## config.mk

```make
export PLATFORM = sky130hd
export DESIGN_NAME = wdog_two_stage
export DESIGN_NICKNAME = d
export VERILOG_FILES = /design/src/rtl/wdog_pkg.sv /design/src/rtl/wdog_regs.sv /design/src/rtl/wdog_bark.sv /design/src/rtl/wdog_bite.sv /design/src/rtl/wdog_two_stage.sv
export SDC_FILE = /design/constraint.sdc
export NUM_CORES = 1
export LEC_CHECK = 0
export BUFFER_PORTS_ARGS = -buffer_cell sky130_fd_sc_hd__buf_2
export CAP_MARGIN = 20
export CORE_MARGIN = 2
export CORE_UTILIZATION = 55
export CTS_BUF_LIST = sky130_fd_sc_hd__clkbuf_16
export DETAILED_ROUTE_END_ITERATION = 7
export PLACE_DENSITY = 0.79
export SETUP_SLACK_MARGIN = 0.05
export SYNTH_ARGS = -nofsm -noshare
export SYNTH_HDL_FRONTEND = slang
export SYNTH_HIERARCHICAL = 1
export SYNTH_SLANG_ARGS = --single-unit
```

## constraint.sdc

```tcl
create_clock -name clk_i -period 6 [get_ports clk_i]
set_input_delay 0.6 -clock clk_i [delete_from_list [all_inputs] [get_ports clk_i]]
set_output_delay 0.6 -clock clk_i [all_outputs]
set_load 0.01 [all_outputs]
```

## src/rtl/wdog_pkg.sv

```systemverilog
package wdog_pkg;

  localparam logic [7:0] OFF_ID   = 8'h00;
  localparam logic [7:0] OFF_CTRL = 8'h10;
  localparam logic [7:0] OFF_KICK = 8'h14;
  localparam logic [7:0] OFF_KEY  = 8'h18;
  localparam logic [7:0] OFF_STAT = 8'h1C;

  localparam logic [15:0] UNLOCK_WORD = 16'h5AA5;
  localparam logic [15:0] KICK_WORD   = 16'hCAFE;

  localparam int unsigned BARK_SEL_W = 4;
  localparam int unsigned BITE_SEL_W = 3;
  localparam int unsigned BITE_BASE  = 7;

  // field positions are software visible
  typedef struct packed {
    logic [BITE_SEL_W-1:0] bite_sel;  // [10:8]
    logic [BARK_SEL_W-1:0] bark_sel;  // [7:4]
    logic                  bite_en;   // [3]
    logic                  irq_en;    // [2]
    logic                  bus_clk;   // [1]
    logic                  run;       // [0]
  } wdog_ctrl_t;

  localparam int unsigned CTRL_W = $bits(wdog_ctrl_t);

  // exponent of the first-stage interval for a selector
  function automatic int unsigned bark_exp(input int unsigned sel);
    if (sel == 0)      return 6;
    else if (sel == 1) return 8;
    else if (sel < 8)  return sel + 8;
    else               return 2 * sel + 1;
  endfunction

  function automatic int unsigned bite_exp(input int unsigned sel);
    return BITE_BASE + sel;
  endfunction

  // largest selector whose interval still fits a counter of cnt_w bits
  function automatic int unsigned bark_sel_max(input int unsigned cnt_w);
    int unsigned best;
    best = 0;
    for (int unsigned s = 0; s < (1 << BARK_SEL_W); s++) begin
      if (bark_exp(s) < cnt_w) best = s;
    end
    return best;
  endfunction

endpackage

```

## src/rtl/wdog_regs.sv

```systemverilog
module wdog_regs
  import wdog_pkg::*;
#(
  parameter int unsigned ADDR_W   = 8,
  parameter int unsigned DATA_W   = 32,
  parameter int unsigned CNT_W    = 32,
  parameter logic [31:0] ID_VALUE = 32'h5744_0100
) (
  input  logic              clk_i,
  input  logic              rst_ni,
  input  logic              psel_i,
  input  logic              penable_i,
  input  logic              pwrite_i,
  input  logic [ADDR_W-1:0] paddr_i,
  input  logic [DATA_W-1:0] pwdata_i,
  input  logic              expire_i,
  output logic [DATA_W-1:0] prdata_o,
  output wdog_ctrl_t        ctrl_o,
  output logic              kick_o,
  output logic              sts_o
);

  localparam int unsigned MAX_SEL = bark_sel_max(CNT_W);

  wdog_ctrl_t ctrl_q, ctrl_new;
  logic       key_q;
  logic       sts_q;
  logic       acc;
  logic       hit_ctrl, hit_kick, hit_key, hit_stat;
  logic       key_word_ok, kick_word_ok;

  assign acc      = psel_i && penable_i && pwrite_i;
  assign hit_ctrl = (paddr_i == ADDR_W'(OFF_CTRL));
  assign hit_kick = (paddr_i == ADDR_W'(OFF_KICK));
  assign hit_key  = (paddr_i == ADDR_W'(OFF_KEY));
  assign hit_stat = (paddr_i == ADDR_W'(OFF_STAT));

  assign key_word_ok  = (pwdata_i[15:0] == UNLOCK_WORD);
  assign kick_word_ok = (pwdata_i[15:0] == KICK_WORD);

  always_comb begin
    ctrl_new = wdog_ctrl_t'(pwdata_i[CTRL_W-1:0]);
    if (32'(ctrl_new.bark_sel) > MAX_SEL) ctrl_new.bark_sel = BARK_SEL_W'(MAX_SEL);
  end

  always_ff @(posedge clk_i or negedge rst_ni) begin
    if (!rst_ni) begin
      ctrl_q <= '0;
      key_q  <= 1'b0;
      sts_q  <= 1'b0;
    end else begin
      if (acc && hit_ctrl && key_q) ctrl_q <= ctrl_new;

      if (acc && hit_key)                    key_q <= key_word_ok;
      else if (acc && (hit_ctrl || hit_kick)) key_q <= 1'b0;

      if (expire_i)                          sts_q <= 1'b1;
      else if (acc && hit_stat && pwdata_i[0]) sts_q <= 1'b0;
    end
  end

  assign kick_o = acc && hit_kick && key_q && kick_word_ok;
  assign ctrl_o = ctrl_q;
  assign sts_o  = sts_q;

  always_comb begin
    prdata_o = '0;
    if (paddr_i == ADDR_W'(OFF_ID))        prdata_o = DATA_W'(ID_VALUE);
    else if (hit_ctrl)                     prdata_o = DATA_W'(ctrl_q);
    else if (hit_key)                      prdata_o = DATA_W'(key_q);
    else if (hit_stat)                     prdata_o = DATA_W'(sts_q);
  end

  p_locked_ctrl_r2: assert property (@(posedge clk_i) disable iff (!rst_ni)
    (acc && hit_ctrl && !key_q) |=> $stable(ctrl_q));

  p_key_spent_r3: assert property (@(posedge clk_i) disable iff (!rst_ni)
    (acc && (hit_ctrl || hit_kick)) |=> !key_q);

  p_sts_sticky_r6: assert property (@(posedge clk_i) disable iff (!rst_ni)
    (sts_q && !(acc && hit_stat && pwdata_i[0])) |=> sts_q);

  p_sel_clamp_r9: assert property (@(posedge clk_i) disable iff (!rst_ni)
    32'(ctrl_q.bark_sel) <= MAX_SEL);

endmodule

```

## src/rtl/wdog_bark.sv

```systemverilog
module wdog_bark
  import wdog_pkg::*;
#(
  parameter int unsigned CNT_W = 32
) (
  input  logic                  clk_i,
  input  logic                  rst_ni,
  input  logic                  tick_i,
  input  logic                  kick_i,
  input  logic [BARK_SEL_W-1:0] bark_sel_i,
  output logic                  expire_o
);

  logic [CNT_W-1:0] cnt_q;
  logic [CNT_W-1:0] last;

  always_comb last = CNT_W'((64'd1 << bark_exp(32'(bark_sel_i))) - 64'd1);

  assign expire_o = tick_i && (cnt_q == last);

  always_ff @(posedge clk_i or negedge rst_ni) begin
    if (!rst_ni)      cnt_q <= '0;
    else if (kick_i)  cnt_q <= '0;
    else if (tick_i)  cnt_q <= expire_o ? '0 : cnt_q + CNT_W'(1);
  end

  p_kick_zero_r4: assert property (@(posedge clk_i) disable iff (!rst_ni)
    kick_i |=> (cnt_q == '0));

  p_idle_hold_r8: assert property (@(posedge clk_i) disable iff (!rst_ni)
    (!kick_i && !tick_i) |=> $stable(cnt_q));

endmodule

```

## src/rtl/wdog_bite.sv

```systemverilog
module wdog_bite
  import wdog_pkg::*;
(
  input  logic                  clk_i,
  input  logic                  rst_ni,
  input  logic                  tick_i,
  input  logic                  kick_i,
  input  logic                  expire_i,
  input  logic                  bite_en_i,
  input  logic [BITE_SEL_W-1:0] bite_sel_i,
  output logic                  bite_o
);

  localparam int unsigned RCNT_W = BITE_BASE + (1 << BITE_SEL_W) - 1;

  logic              armed_q;
  logic [RCNT_W-1:0] rcnt_q;
  logic [RCNT_W-1:0] last;
  logic              step, fire;
  logic              bite_q;

  always_comb last = RCNT_W'((32'd1 << bite_exp(32'(bite_sel_i))) - 32'd1);

  assign step = armed_q && bite_en_i && tick_i;
  assign fire = step && (rcnt_q == last);

  always_ff @(posedge clk_i or negedge rst_ni) begin
    if (!rst_ni) begin
      armed_q <= 1'b0;
      rcnt_q  <= '0;
      bite_q  <= 1'b0;
    end else begin
      bite_q <= fire && !kick_i;
      if (kick_i) begin
        armed_q <= 1'b0;
        rcnt_q  <= '0;
      end else begin
        if (fire)                       armed_q <= 1'b0;
        else if (expire_i && bite_en_i) armed_q <= 1'b1;

        if (!armed_q || fire) rcnt_q <= '0;
        else if (step)        rcnt_q <= rcnt_q + RCNT_W'(1);
      end
    end
  end

  assign bite_o = bite_q;

  p_bite_single_r7: assert property (@(posedge clk_i) disable iff (!rst_ni)
    bite_q |=> !bite_q);

  p_kick_disarm_r4: assert property (@(posedge clk_i) disable iff (!rst_ni)
    kick_i |=> (!armed_q && !bite_q && rcnt_q == '0));

  p_bite_needs_arm_r7: assert property (@(posedge clk_i) disable iff (!rst_ni)
    (!armed_q) |=> !bite_q);

endmodule

```

## src/rtl/wdog_two_stage.sv

```systemverilog
module wdog_two_stage
  import wdog_pkg::*;
#(
  parameter int unsigned ADDR_W   = 8,
  parameter int unsigned DATA_W   = 32,
  parameter int unsigned CNT_W    = 32,
  parameter logic [31:0] ID_VALUE = 32'h5744_0100
) (
  input  logic              clk_i,
  input  logic              rst_ni,
  input  logic              ext_tick_i,
  input  logic              psel_i,
  input  logic              penable_i,
  input  logic              pwrite_i,
  input  logic [ADDR_W-1:0] paddr_i,
  input  logic [DATA_W-1:0] pwdata_i,
  output logic [DATA_W-1:0] prdata_o,
  output logic              irq_o,
  output logic              wdt_rst_o
);

  wdog_ctrl_t ctrl;
  logic       kick, sts, expire, tick;

  wdog_regs #(
    .ADDR_W   (ADDR_W),
    .DATA_W   (DATA_W),
    .CNT_W    (CNT_W),
    .ID_VALUE (ID_VALUE)
  ) u_regs (
    .clk_i     (clk_i),
    .rst_ni    (rst_ni),
    .psel_i    (psel_i),
    .penable_i (penable_i),
    .pwrite_i  (pwrite_i),
    .paddr_i   (paddr_i),
    .pwdata_i  (pwdata_i),
    .expire_i  (expire),
    .prdata_o  (prdata_o),
    .ctrl_o    (ctrl),
    .kick_o    (kick),
    .sts_o     (sts)
  );

  assign tick = ctrl.run && (ctrl.bus_clk || ext_tick_i);

  wdog_bark #(.CNT_W(CNT_W)) u_bark (
    .clk_i      (clk_i),
    .rst_ni     (rst_ni),
    .tick_i     (tick),
    .kick_i     (kick),
    .bark_sel_i (ctrl.bark_sel),
    .expire_o   (expire)
  );

  wdog_bite u_bite (
    .clk_i      (clk_i),
    .rst_ni     (rst_ni),
    .tick_i     (tick),
    .kick_i     (kick),
    .expire_i   (expire),
    .bite_en_i  (ctrl.bite_en),
    .bite_sel_i (ctrl.bite_sel),
    .bite_o     (wdt_rst_o)
  );

  assign irq_o = sts && ctrl.irq_en;

  p_expire_flags_r5: assert property (@(posedge clk_i) disable iff (!rst_ni)
    expire |=> sts);

  p_stopped_quiet_r8: assert property (@(posedge clk_i) disable iff (!rst_ni)
    !tick |-> !expire);

endmodule

```

==> results of run 1 <==
==> Yosys cell counts (7+ instances only) <==
library cell and count:
a21oi_1 25, and2_1 15, buf_2 7, buf_4 21, clkbuf_1 14, dfrtp_1 61
inv_1 17, mux2_2 12, nand2_1 39, nand3_1 32, nand4_1 14, nor2_1 46
nor3_1 39, o211ai_1 7, o21ai_0 19, xnor2_1 22, xor2_1 20
==> flip-flops by register name (all words and copies together), names as in the netlist <==
| signal | flops |
|---|---|
| u_regs/key_q | 1 |
| u_bark/cnt_q | 32 |
| u_bite/armed_q | 1 |
| u_regs/sts_o | 1 |
| u_bite/rcnt_q | 14 |
| u_bite/bite_o | 1 |
| u_regs/ctrl_o | 11 |
==> area by class of cell <==
| class | count | area (µm²) | area share [%] |
|---|---|---|---|
| multi-input cells | 422 | 2660 | 53.1 |
| repair buffers | 52 | 268 | 5.34 |
| inverters | 18 | 67.6 | 1.35 |
| flip-flops and latches | 61 | 1530 | 30.4 |
| clock inverters | 7 | 138 | 2.74 |
| clock buffers | 9 | 225 | 4.49 |
| well taps | 105 | 131 | 2.62 |
==> how the worst max path moves through the flow <==
stage	from	endpoint	slack (ps)	cells past startpoint
floorplan	paddr_i[7]	u_bite/rcnt_q[10]$_DFFE_PN0P_	3200	7
global placement	u_regs/ctrl_o[7]$_DFFE_PN0P_	u_bark/cnt_q[11]$_DFFE_PN0P_	2780	7
detailed placement	u_regs/ctrl_o[7]$_DFFE_PN0P_	u_bark/cnt_q[1]$_DFFE_PN0P_	2720	7
CTS	u_regs/ctrl_o[7]$_DFFE_PN0P_	u_bark/cnt_q[8]$_DFFE_PN0P_	2690	7
global route	u_regs/ctrl_o[4]$_DFFE_PN0P_	u_bark/cnt_q[8]$_DFFE_PN0P_	2400	7
finish	u_regs/ctrl_o[7]$_DFFE_PN0P_	u_bark/cnt_q[8]$_DFFE_PN0P_	2660	7
==> report_power, final <==
group	switching (W)	internal, W	total (W)
logic	0.0000245	0.0000128	0.0000373
registers	0.000000177	0.000412	0.000412
clock network	0.000186	0.000446	0.000632
total	0.000211	0.000871	0.00108
==> metal layers <==
metal / vias to the layer above / part of all wire [%]
met1: 1925 / 43
met3: 29 / 8.9
met4: 0 / 2.3
met2: 206 / 46
li1: 1960 / -
met5: - / 0
==> per-stage QoR <==
stage,setup slack [ps],instances,util [%],instance area [µm²]
finish,2660,674,62.0,5020
global route,2400,674,62.0,5020
CTS,2690,674,62.0,5020
detailed placement,2720,658,57.5,4660
global placement,2780,658,57.5,4660
floorplan,3200,551,-,4570
==> cell usage in the layout, fill, tap and decap left out, types with 7 or more instances in the layout <==
master	count
nand4_1	14
buf_2	49
nand2_1	39
xnor2_1	22
xor2_1	20
a21oi_1	25
o211ai_1	7
o21ai_0	19
nor3_1	38
dfrtp_1	61
nand3_1	32
mux2_2	12
clkbuf_16	9
conb_1	18
inv_1	17
nor2_1	46
and2_1	15
==> cells by family after synthesis <==
group	synth area share (%)
and+or+nand+nor	29.3
other	0.249
xor gates and xnor gates	8.15
muxes	3.66
buffers and inverters	8.59
AOI/OAI and AO/OA	15.1
DFF	33.8
adders and majority gates	1.11
==> qor.yml, run 1 <==
yosys:
  syn_avg_cell_area_um2: 8.42
  synth.cell_area_um2: 4520
  ys_seq_elements: 61
  synth_area_leaders: "dfrtp_1 (34%), nor3_1 (4.3%), xnor2_1 (4.3%)"
  post-synth-top-area-cell: "dfrtp_1"
  synth-edff-count: 0
  syn_inst: 536
  synth_ff_type: "dfrtp_1"
  yosys_warnings: 6
  synthArstFlopShare_pct: 100
  ys_seq_area_share_pct: 33.8
  synth_top_area_share_pct: 33.8
  yosysUniqueCellTypes: 68
global_routing:
  grt_max_degree: 62
  grtUsageMet1_pct: 32.1
  met3_usage_pct: 4.87
  grt-busiest-layer: "met2"
  track_usage_pct: 24.5
  grt_pass1_wl_mm: 17.3
  antenna_found_initial: 0
  grt_use_met2_pct: 39.4
  grt_overflow: 0
  grt_pass1_vias: 3683
power_and_ir_drop:
  p_total_w: 0.00108
  max-vdd-ir-drop_v: 0.000150
  power.density_nw_per_um2: 216
  p_leak_nw: 2.13
sta:
  drv_slew: 0
  skew_ps: 8.35
  period_needed_ps: 3340
  hold_viol_final: 0
  timing.hold.ws_ps: 427
  period_share_pct: 55.6
  tns_ps: 0
  slew-limit-headroom_pct: 42.6
  rsz0062_at_grt: "no"
  max_freq_ghz: 0.300
  setup_viol: 0
  worst_slew_pin_slew_ps: 861
setup_path:
  crit_type: "reg2reg"
  r2r_end: "u_bark/cnt_q[8]$_DFFE_PN0P_"
  cp_slowest_stage_delay_ps: 700
  cp_num_buf_inv: 0
  worstPathArrival_ps: 3500
  reg2reg_depth: 7
  startpoint_type: "register"
  cpLargestDelayFamily: "simple AND/OR/NAND/NOR gates"
  end_kind: "register"
  crit_chain: "or3_4 > o211ai_1 > o2bb2ai_1 > nand3_1 > or4_4 > o21ai_4 > o21ai_0"
  cp_max_fo: 31
  crit_path_top_delay_cell: "dfrtp_1"
  r2r-start: "u_regs/ctrl_o[7]$_DFFE_PN0P_"
  regToRegSetupSlack_ps: 2660
  critPathRequiredTime_ps: 6170
floorplanning:
  io_pins: 80
  coreArea_um2: 8090
  fp.dieW_um: 94.6
  die_h_um: 94.6
  initial_core_util_pct: 55.8
  num_rows: 33
  die-area_um2: 8950
clock_network:
  clock_latency_ps: 330
  cts_tree: "done"
  cts_buffer_depth: 2
  cts_hold_buf: 0
  clk_pin_slew_ps: 50
  cts-resized-gates: 0
  numCtsBuffers: 9
  root_buffer: "clkbuf_16"
  cts.sinks: 61
  cts_setup_buffers: 0
  htreeDepth: 3
route:
  ant_nets: 0
  drt_iter0_drc: 465
  routedWlPerCell_um: 16.0
  avgViaCountPerCell: 6.11
  routed_wl_mm: 10.8
  drc: 0
  vias: 4120
  first_pass_iters: 6
placement:
  routabilityCongestion: 0.940
  dp_hpwl_mm: 7.41
  io_buffers: 49
hold_path:
  hp-class: "in2async"
cells_and_area:
  area_growth_pct: 11.1
  nets: 614
  drive_above_1_share_pct: 16.2
  diodes: 0
  n_fill_cell: 690
outcome:
  status: "finished, final reports clean"
job:
  maxCapViolations: 0
Power figures use the tool's default switching activity.
==> run 2: changes to the inputs <==
Clock period 6 ns to 3.3 ns, I/O delays scaled along.
==> qor.yml, run 2 (synthesized netlist as in run 1, its figures left out) <==
outcome:
  status: "finished, final reports clean"
cells_and_area:
  regArea_um2: 1530
  largest_reg_flops: 32
  area_growth_pct: 12.0
  multiInputGateArea_um2: 2660
  largest-register: "u_bark/cnt_q"
  drive_above_1_share_pct: 17.0
  final_common_cell: "dfrtp_1"
  mostFrequentLayoutCells: "dfrtp_1 (61), buf_2 (49), nor2_1 (46), nand2_1 (39), nor3_1 (38)"
  n_fill_cell: 686
  diodes: 0
  nets: 623
placement:
  io_buffers: 49
  dp_hpwl_mm: 7.82
  pre_cts_slack_ps: 543
  routabilityCongestion: 0.959
clock_network:
  clock_latency_ps: 330
  cts_tree: "done"
  cts_hold_buf: 1
  numCtsBuffers: 9
  root_buffer: "clkbuf_16"
  cts_setup_buffers: 0
  cts_buffer_depth: 2
  clk_pin_slew_ps: 50
  cts.sinks: 61
  htreeDepth: 3
  cts-resized-gates: 0
global_routing:
  antenna_found_initial: 0
  grt_pass1_wl_mm: 17.2
  grt_use_met2_pct: 39.5
  met3_usage_pct: 5.19
  grt-busiest-layer: "met2"
  grt_overflow: 0
  grt_max_degree: 50
  grtUsageMet1_pct: 33.2
  track_usage_pct: 24.3
  grt_pass1_vias: 3586
setup_path:
  crit_chain: "or4_1 > mux2i_1 > o221ai_1 > nand4b_1 > or4_4 > o21ai_4 > buf_4 > o21ai_0"
  worstPathArrival_ps: 2890
  end_kind: "register"
  critPathRequiredTime_ps: 3490
  crit_path_top_delay_cell: "dfrtp_1"
  cp_num_buf_inv: 1
  cp_max_fo: 15
  cpLargestDelayFamily: "simple AND/OR/NAND/NOR gates"
  startpoint_type: "register"
  cp_slowest_stage_delay_ps: 510
  crit_type: "reg2reg"
power_and_ir_drop:
  power.density_nw_per_um2: 369
  p_leak_nw: 2.17
  max-vdd-ir-drop_v: 0.000267
floorplanning:
  fp.dieW_um: 94.6
  die-area_um2: 8950
  die_h_um: 94.6
  initial_core_util_pct: 55.8
  io_pins: 80
  coreArea_um2: 8090
  num_rows: 33
sta:
  worst_slew_pin_slew_ps: 747
  slew-limit-headroom_pct: 49.8
  setup_ws_ps: 601
  period_needed_ps: 2700
  hold_viol_final: 0
  period_share_pct: 81.8
  drv_slew: 0
  tns_ps: 0
  max_freq_ghz: 0.371
  setup_viol: 0
  rsz0062_at_grt: "no"
  skew_ps: 12.8
route:
  drc: 0
  first_pass_iters: 5
  routed_wl_mm: 10.9
  vias: 4174
  drt_iter0_drc: 314
  avgViaCountPerCell: 6.11
  routedWlPerCell_um: 16.0
  ant_nets: 0
job:
  maxCapViolations: 0
hold_path:
  hp-class: "in2reg"
run 2: through the flow:
| step | utilization (%) | total power [W] | instances | hold slack (ps) | area [µm²] |
|---|---|---|---|---|---|
| after floorplan | - | 0.000802 | 551 | 34.4 | 4570 |
| after global placement | 58.3 | 0.000827 | 666 | 223 | 4720 |
| after detailed placement | 58.3 | 0.000829 | 666 | 227 | 4720 |
| after CTS | 62.5 | 0.00188 | 683 | 253 | 5060 |
| after global routing | 62.5 | 0.00193 | 683 | 256 | 5060 |
| final | 62.5 | 0.00187 | 683 | 260 | 5060 |
run 2: routing by layer:
metal	vias to the layer above	routed length [µm]
li1	1984	-
met1	1994	4790
met2	185	5130
met3	11	929
met4	0	100
met5	-	0
run 2: cell type report:
| cell class | instances | share of cell area [%] |
|---|---|---|
| clock buffer | 9 | 4.45 |
| clock inverter | 7 | 2.10 |
| timing repair buffer | 61 | 6.68 |
| sequential | 61 | 30.2 |
| inverter | 18 | 1.34 |
| multi-input combinational | 422 | 52.6 |
| tap | 105 | 2.60 |
run 2: path summary, 6_finish.rpt:
| path | slack [ps] | cells after the start | end | start |
|---|---|---|---|---|
| setup / recovery | 600 | 8 | u_bark/cnt_q[11]$_DFFE_PN0P_ | u_regs/ctrl_o[7]$_DFFE_PN0P_ |
| hold / removal | 260 | 2 | u_regs/ctrl_o[2]$_DFFE_PN0P_ | pwdata_i[2] |
| setup reg to reg | 600 | 8 | u_bark/cnt_q[11]$_DFFE_PN0P_ | u_regs/ctrl_o[7]$_DFFE_PN0P_ |
| hold reg to reg | 520 | 1 | u_regs/ctrl_o[2]$_DFFE_PN0P_ | u_regs/ctrl_o[2]$_DFFE_PN0P_ |
| max in group asynchronous | 1950 | 3 | u_bark/cnt_q[17]$_DFFE_PN0P_ | rst_ni |
| min in group asynchronous | 440 | 2 | u_bite/rcnt_q[13]$_DFFE_PN0P_ | rst_ni |
run 2: power by group:
group / switching, W / internal, W / total (W) / leakage (nW)
Combinational: 0.0000457 / 0.0000241 / 0.0000698 / 1.19
Sequential: 0.000000268 / 0.000749 / 0.000749 / 0.816
Clock: 0.000322 / 0.000727 / 0.00105 / 0.169
Total: 0.000368 / 0.00150 / 0.00187 / 2.17
run 2: worst reg2reg max path, delay by kind of cell (launching register included):
family                 cells  cell delay, ps
buffers and inverters      1             220
AO/OA/AOI/OAI              3             450
flip-flops                 1             510
AND/OR/NAND/NOR            3            1210
multiplexers               1             190
==> run 3: changes to the inputs <==
Settings changed: ABC_AREA set to 1, PLACE_DENSITY 0.79 to 0.77.
Clock period 3.3 ns to 2.63 ns, I/O delays scaled along.
==> qor.yml, run 3 <==
setup_path:
  worstPathArrival_ps: 2500
  startpoint_type: "register"
  crit_type: "reg2reg"
  cp_num_buf_inv: 2
  cp_common_cell: "nand2_1"
  cp_slowest_stage_delay_ps: 500
  reg2reg_depth: 14
  crit_path_top_delay_cell: "dfrtp_1"
  cpLargestDelayFamily: "simple AND/OR/NAND/NOR gates"
  regToRegSetupSlack_ps: 350
  crit_chain: "buf_4 > nor2_4 > nand2_1 > nand2_1 > nand2_1 > nor2_1 > nand2_1 > nor2_1 > nand2_1 > nor2_1 > nand2_2 > buf_4 > nand3_1 > nand2_1"
  cp.depth: 14
  end_kind: "register"
  critPathRequiredTime_ps: 2850
  cp_max_fo: 18
floorplanning:
  num_rows: 35
  die-area_um2: 10400
  coreArea_um2: 9280
  io_pins: 80
  initial_core_util_pct: 56.8
  die_h_um: 102
  fp.dieW_um: 102
yosys:
  yosysUniqueCellTypes: 35
  synthArstFlopShare_pct: 100
  syn_inst: 821
  yosys_warnings: 6
  synth_ff_type: "dfrtp_1"
  synth_area_leaders: "dfrtp_1 (29%), nand2_1 (20%), inv_1 (7.5%)"
  ys_seq_area_share_pct: 28.9
  netlist_top_cells_count: "nand2_1 (281), inv_1 (105), nor2_1 (95)"
  syn_avg_cell_area_um2: 6.43
  synth.cell_area_um2: 5280
  synth_top_area_share_pct: 28.9
  synth-edff-count: 0
  synth_most_common_cell: "nand2_1"
  ys_seq_elements: 61
  post-synth-top-area-cell: "dfrtp_1"
outcome:
  status: "finished, final reports clean"
route:
  routed_wl_mm: 13.1
  ant_nets: 0
  drc: 0
  routedWlPerCell_um: 13.2
  avgViaCountPerCell: 5.21
  drt_iter0_drc: 376
  vias: 5199
  first_pass_iters: 5
power_and_ir_drop:
  sw_frac_of_total_pct: 22.4
  p_clk_share_pct: 51.7
  max-vdd-ir-drop_v: 0.000314
  power_frac_comb_pct: 5.0
  seqPwrFrac_pct: 43.3
  power.density_nw_per_um2: 376
  p_leak_nw: 3.15
  switching_power_w: 0.000491
  cellInternalPower_w: 0.00170
global_routing:
  antenna_found_initial: 0
  track_usage_pct: 27.0
  grt_pass1_wl_mm: 22.2
  grt_max_degree: 32
  grt_pass1_vias: 4846
  grt_overflow: 0
sta:
  rsz0062_at_grt: "no"
  period_needed_ps: 2280
  setup_viol: 0
  period_share_pct: 86.7
  skew_ps: 3.77
  slew-limit-headroom_pct: 49.9
  worst_slew_pin_slew_ps: 750
  tns_ps: 0
  drv_slew: 0
  max_freq_ghz: 0.439
  hold_viol_final: 0
hold_path:
  holdPathStages: 3
  hp-class: "in2reg"
cells_and_area:
  diodes: 0
  fin_area_um2: 5820
  area_growth_pct: 10.2
  largest_reg_flops: 32
  largest-register: "u_bark/cnt_q"
  nets: 914
  mostFrequentLayoutCells: "nand2_1 (281), inv_1 (106), nor2_1 (93), dfrtp_1 (61), nand3_1 (53)"
  drive_above_1_share_pct: 15.1
  final_common_cell: "nand2_1"
clock_network:
  clock_latency_ps: 330
  root_buffer: "clkbuf_16"
  cts_setup_buffers: 0
  cts_tree: "done"
  cts.sinks: 61
  clk_pin_slew_ps: 50
  cts_buffer_depth: 2
  numCtsBuffers: 9
  htreeDepth: 3
job:
  maxCapViolations: 0
placement:
  dp_hpwl_mm: 10.1
  placed_cell_area_um2: 5520
  io_buffers: 49
  routabilityCongestion: 0.944
run 3: changes by cell type after synthesis, moves of 19 or more:
cell,change
a21oi_1,-22
inv_1,+88
nand2_1,+242
nand3_1,+21
nand3_2,+31
nor2_1,+49
xnor2_1,-19
run 3: cell type report:
cell class                 count  area (µm²)
sequential                    61        1530
tap                          129         161
fill                         876        3470
clock buffer                   9         225
inverter                     113         424
multi-input combinational    619        3080
clock inverter                 7        57.6
timing repair buffer          60         343
run 3: path summary, 6_finish.rpt:
| check | end | from |
|---|---|---|
| worst min register to register | u_regs/ctrl_o[0]$_DFFE_PN0P_ | u_regs/ctrl_o[0]$_DFFE_PN0P_ |
| worst max-delay path | u_bark/cnt_q[25]$_DFFE_PN0P_ | u_regs/ctrl_o[7]$_DFFE_PN0P_ |
| worst min-delay path | u_regs/ctrl_o[9]$_DFFE_PN0P_ | pwdata_i[9] |
| max in group asynchronous | u_regs/ctrl_o[7]$_DFFE_PN0P_ | rst_ni |
| min in group asynchronous | u_bark/cnt_q[15]$_DFFE_PN0P_ | rst_ni |
| worst max register to register | u_bark/cnt_q[25]$_DFFE_PN0P_ | u_regs/ctrl_o[7]$_DFFE_PN0P_ |
run 3: worst reg2reg max path, cell delays in order (launching register included):
cell	delay (ps)
dfrtp_1	500
buf_4	230
nor2_4	200
nand2_1	140
nand2_1	80
nand2_1	50
nor2_1	100
nand2_1	50
nor2_1	120
nand2_1	80
nor2_1	140
nand2_2	90
buf_4	230
nand3_1	120
nand2_1	50
run 3: repair_timing:
action                    in CTS  in global routing
gates resized for setup        0                  0
hold buffers                   1                  0
hold endpoints to repair      21                  0
run 3: power by group through the flow:
stage / sequential (W) / clock [W] / combinational [W]
2_1_floorplan: 0.000962 / 0 / 0.0000669
3_3_place_gp: 0.000963 / 0 / 0.000102
3_5_place_dp: 0.000963 / 0 / 0.000106
4_1_cts: 0.000947 / 0.00115 / 0.000107
5_1_grt: 0.000947 / 0.00120 / 0.000126
6_report: 0.000947 / 0.00113 / 0.000109
run 3: cell families after synthesis:
| logic type | Yosys count | synth area share [%] |
|---|---|---|
| other | 3 | 0.213 |
| XOR/XNOR | 41 | 6.80 |
| adder cells (fa/ha/maj) | 4 | 0.948 |
| AO/OA/AOI/OAI | 14 | 1.49 |
| flip-flops | 61 | 28.9 |
| buffers and inverters | 156 | 14.0 |
| AND/OR/NAND/NOR | 542 | 47.6 |
run 3: per-layer routing:
layer	routed length, µm	up-vias	share of wire [%]	global-route usage [%]
met4	426	0	3.2	11.1
met5	0	-	0	0
met1	5750	2392	44	35.8
met2	6200	189	47	44.6
li1	-	2579	-	-
met3	777	39	5.9	3.56
run 3: stage by stage:
step	power, W	worst slack (ps)	instances	util, %	hold WS [ps]
detailed placement	0.00107	395	981	59.5	273
CTS	0.00220	386	998	62.7	178
global route	0.00228	203	998	62.7	203
floorplan	0.00103	634	836	-	-32.6
global placement	0.00107	440	981	59.5	262
finish	0.00219	350	998	62.7	183
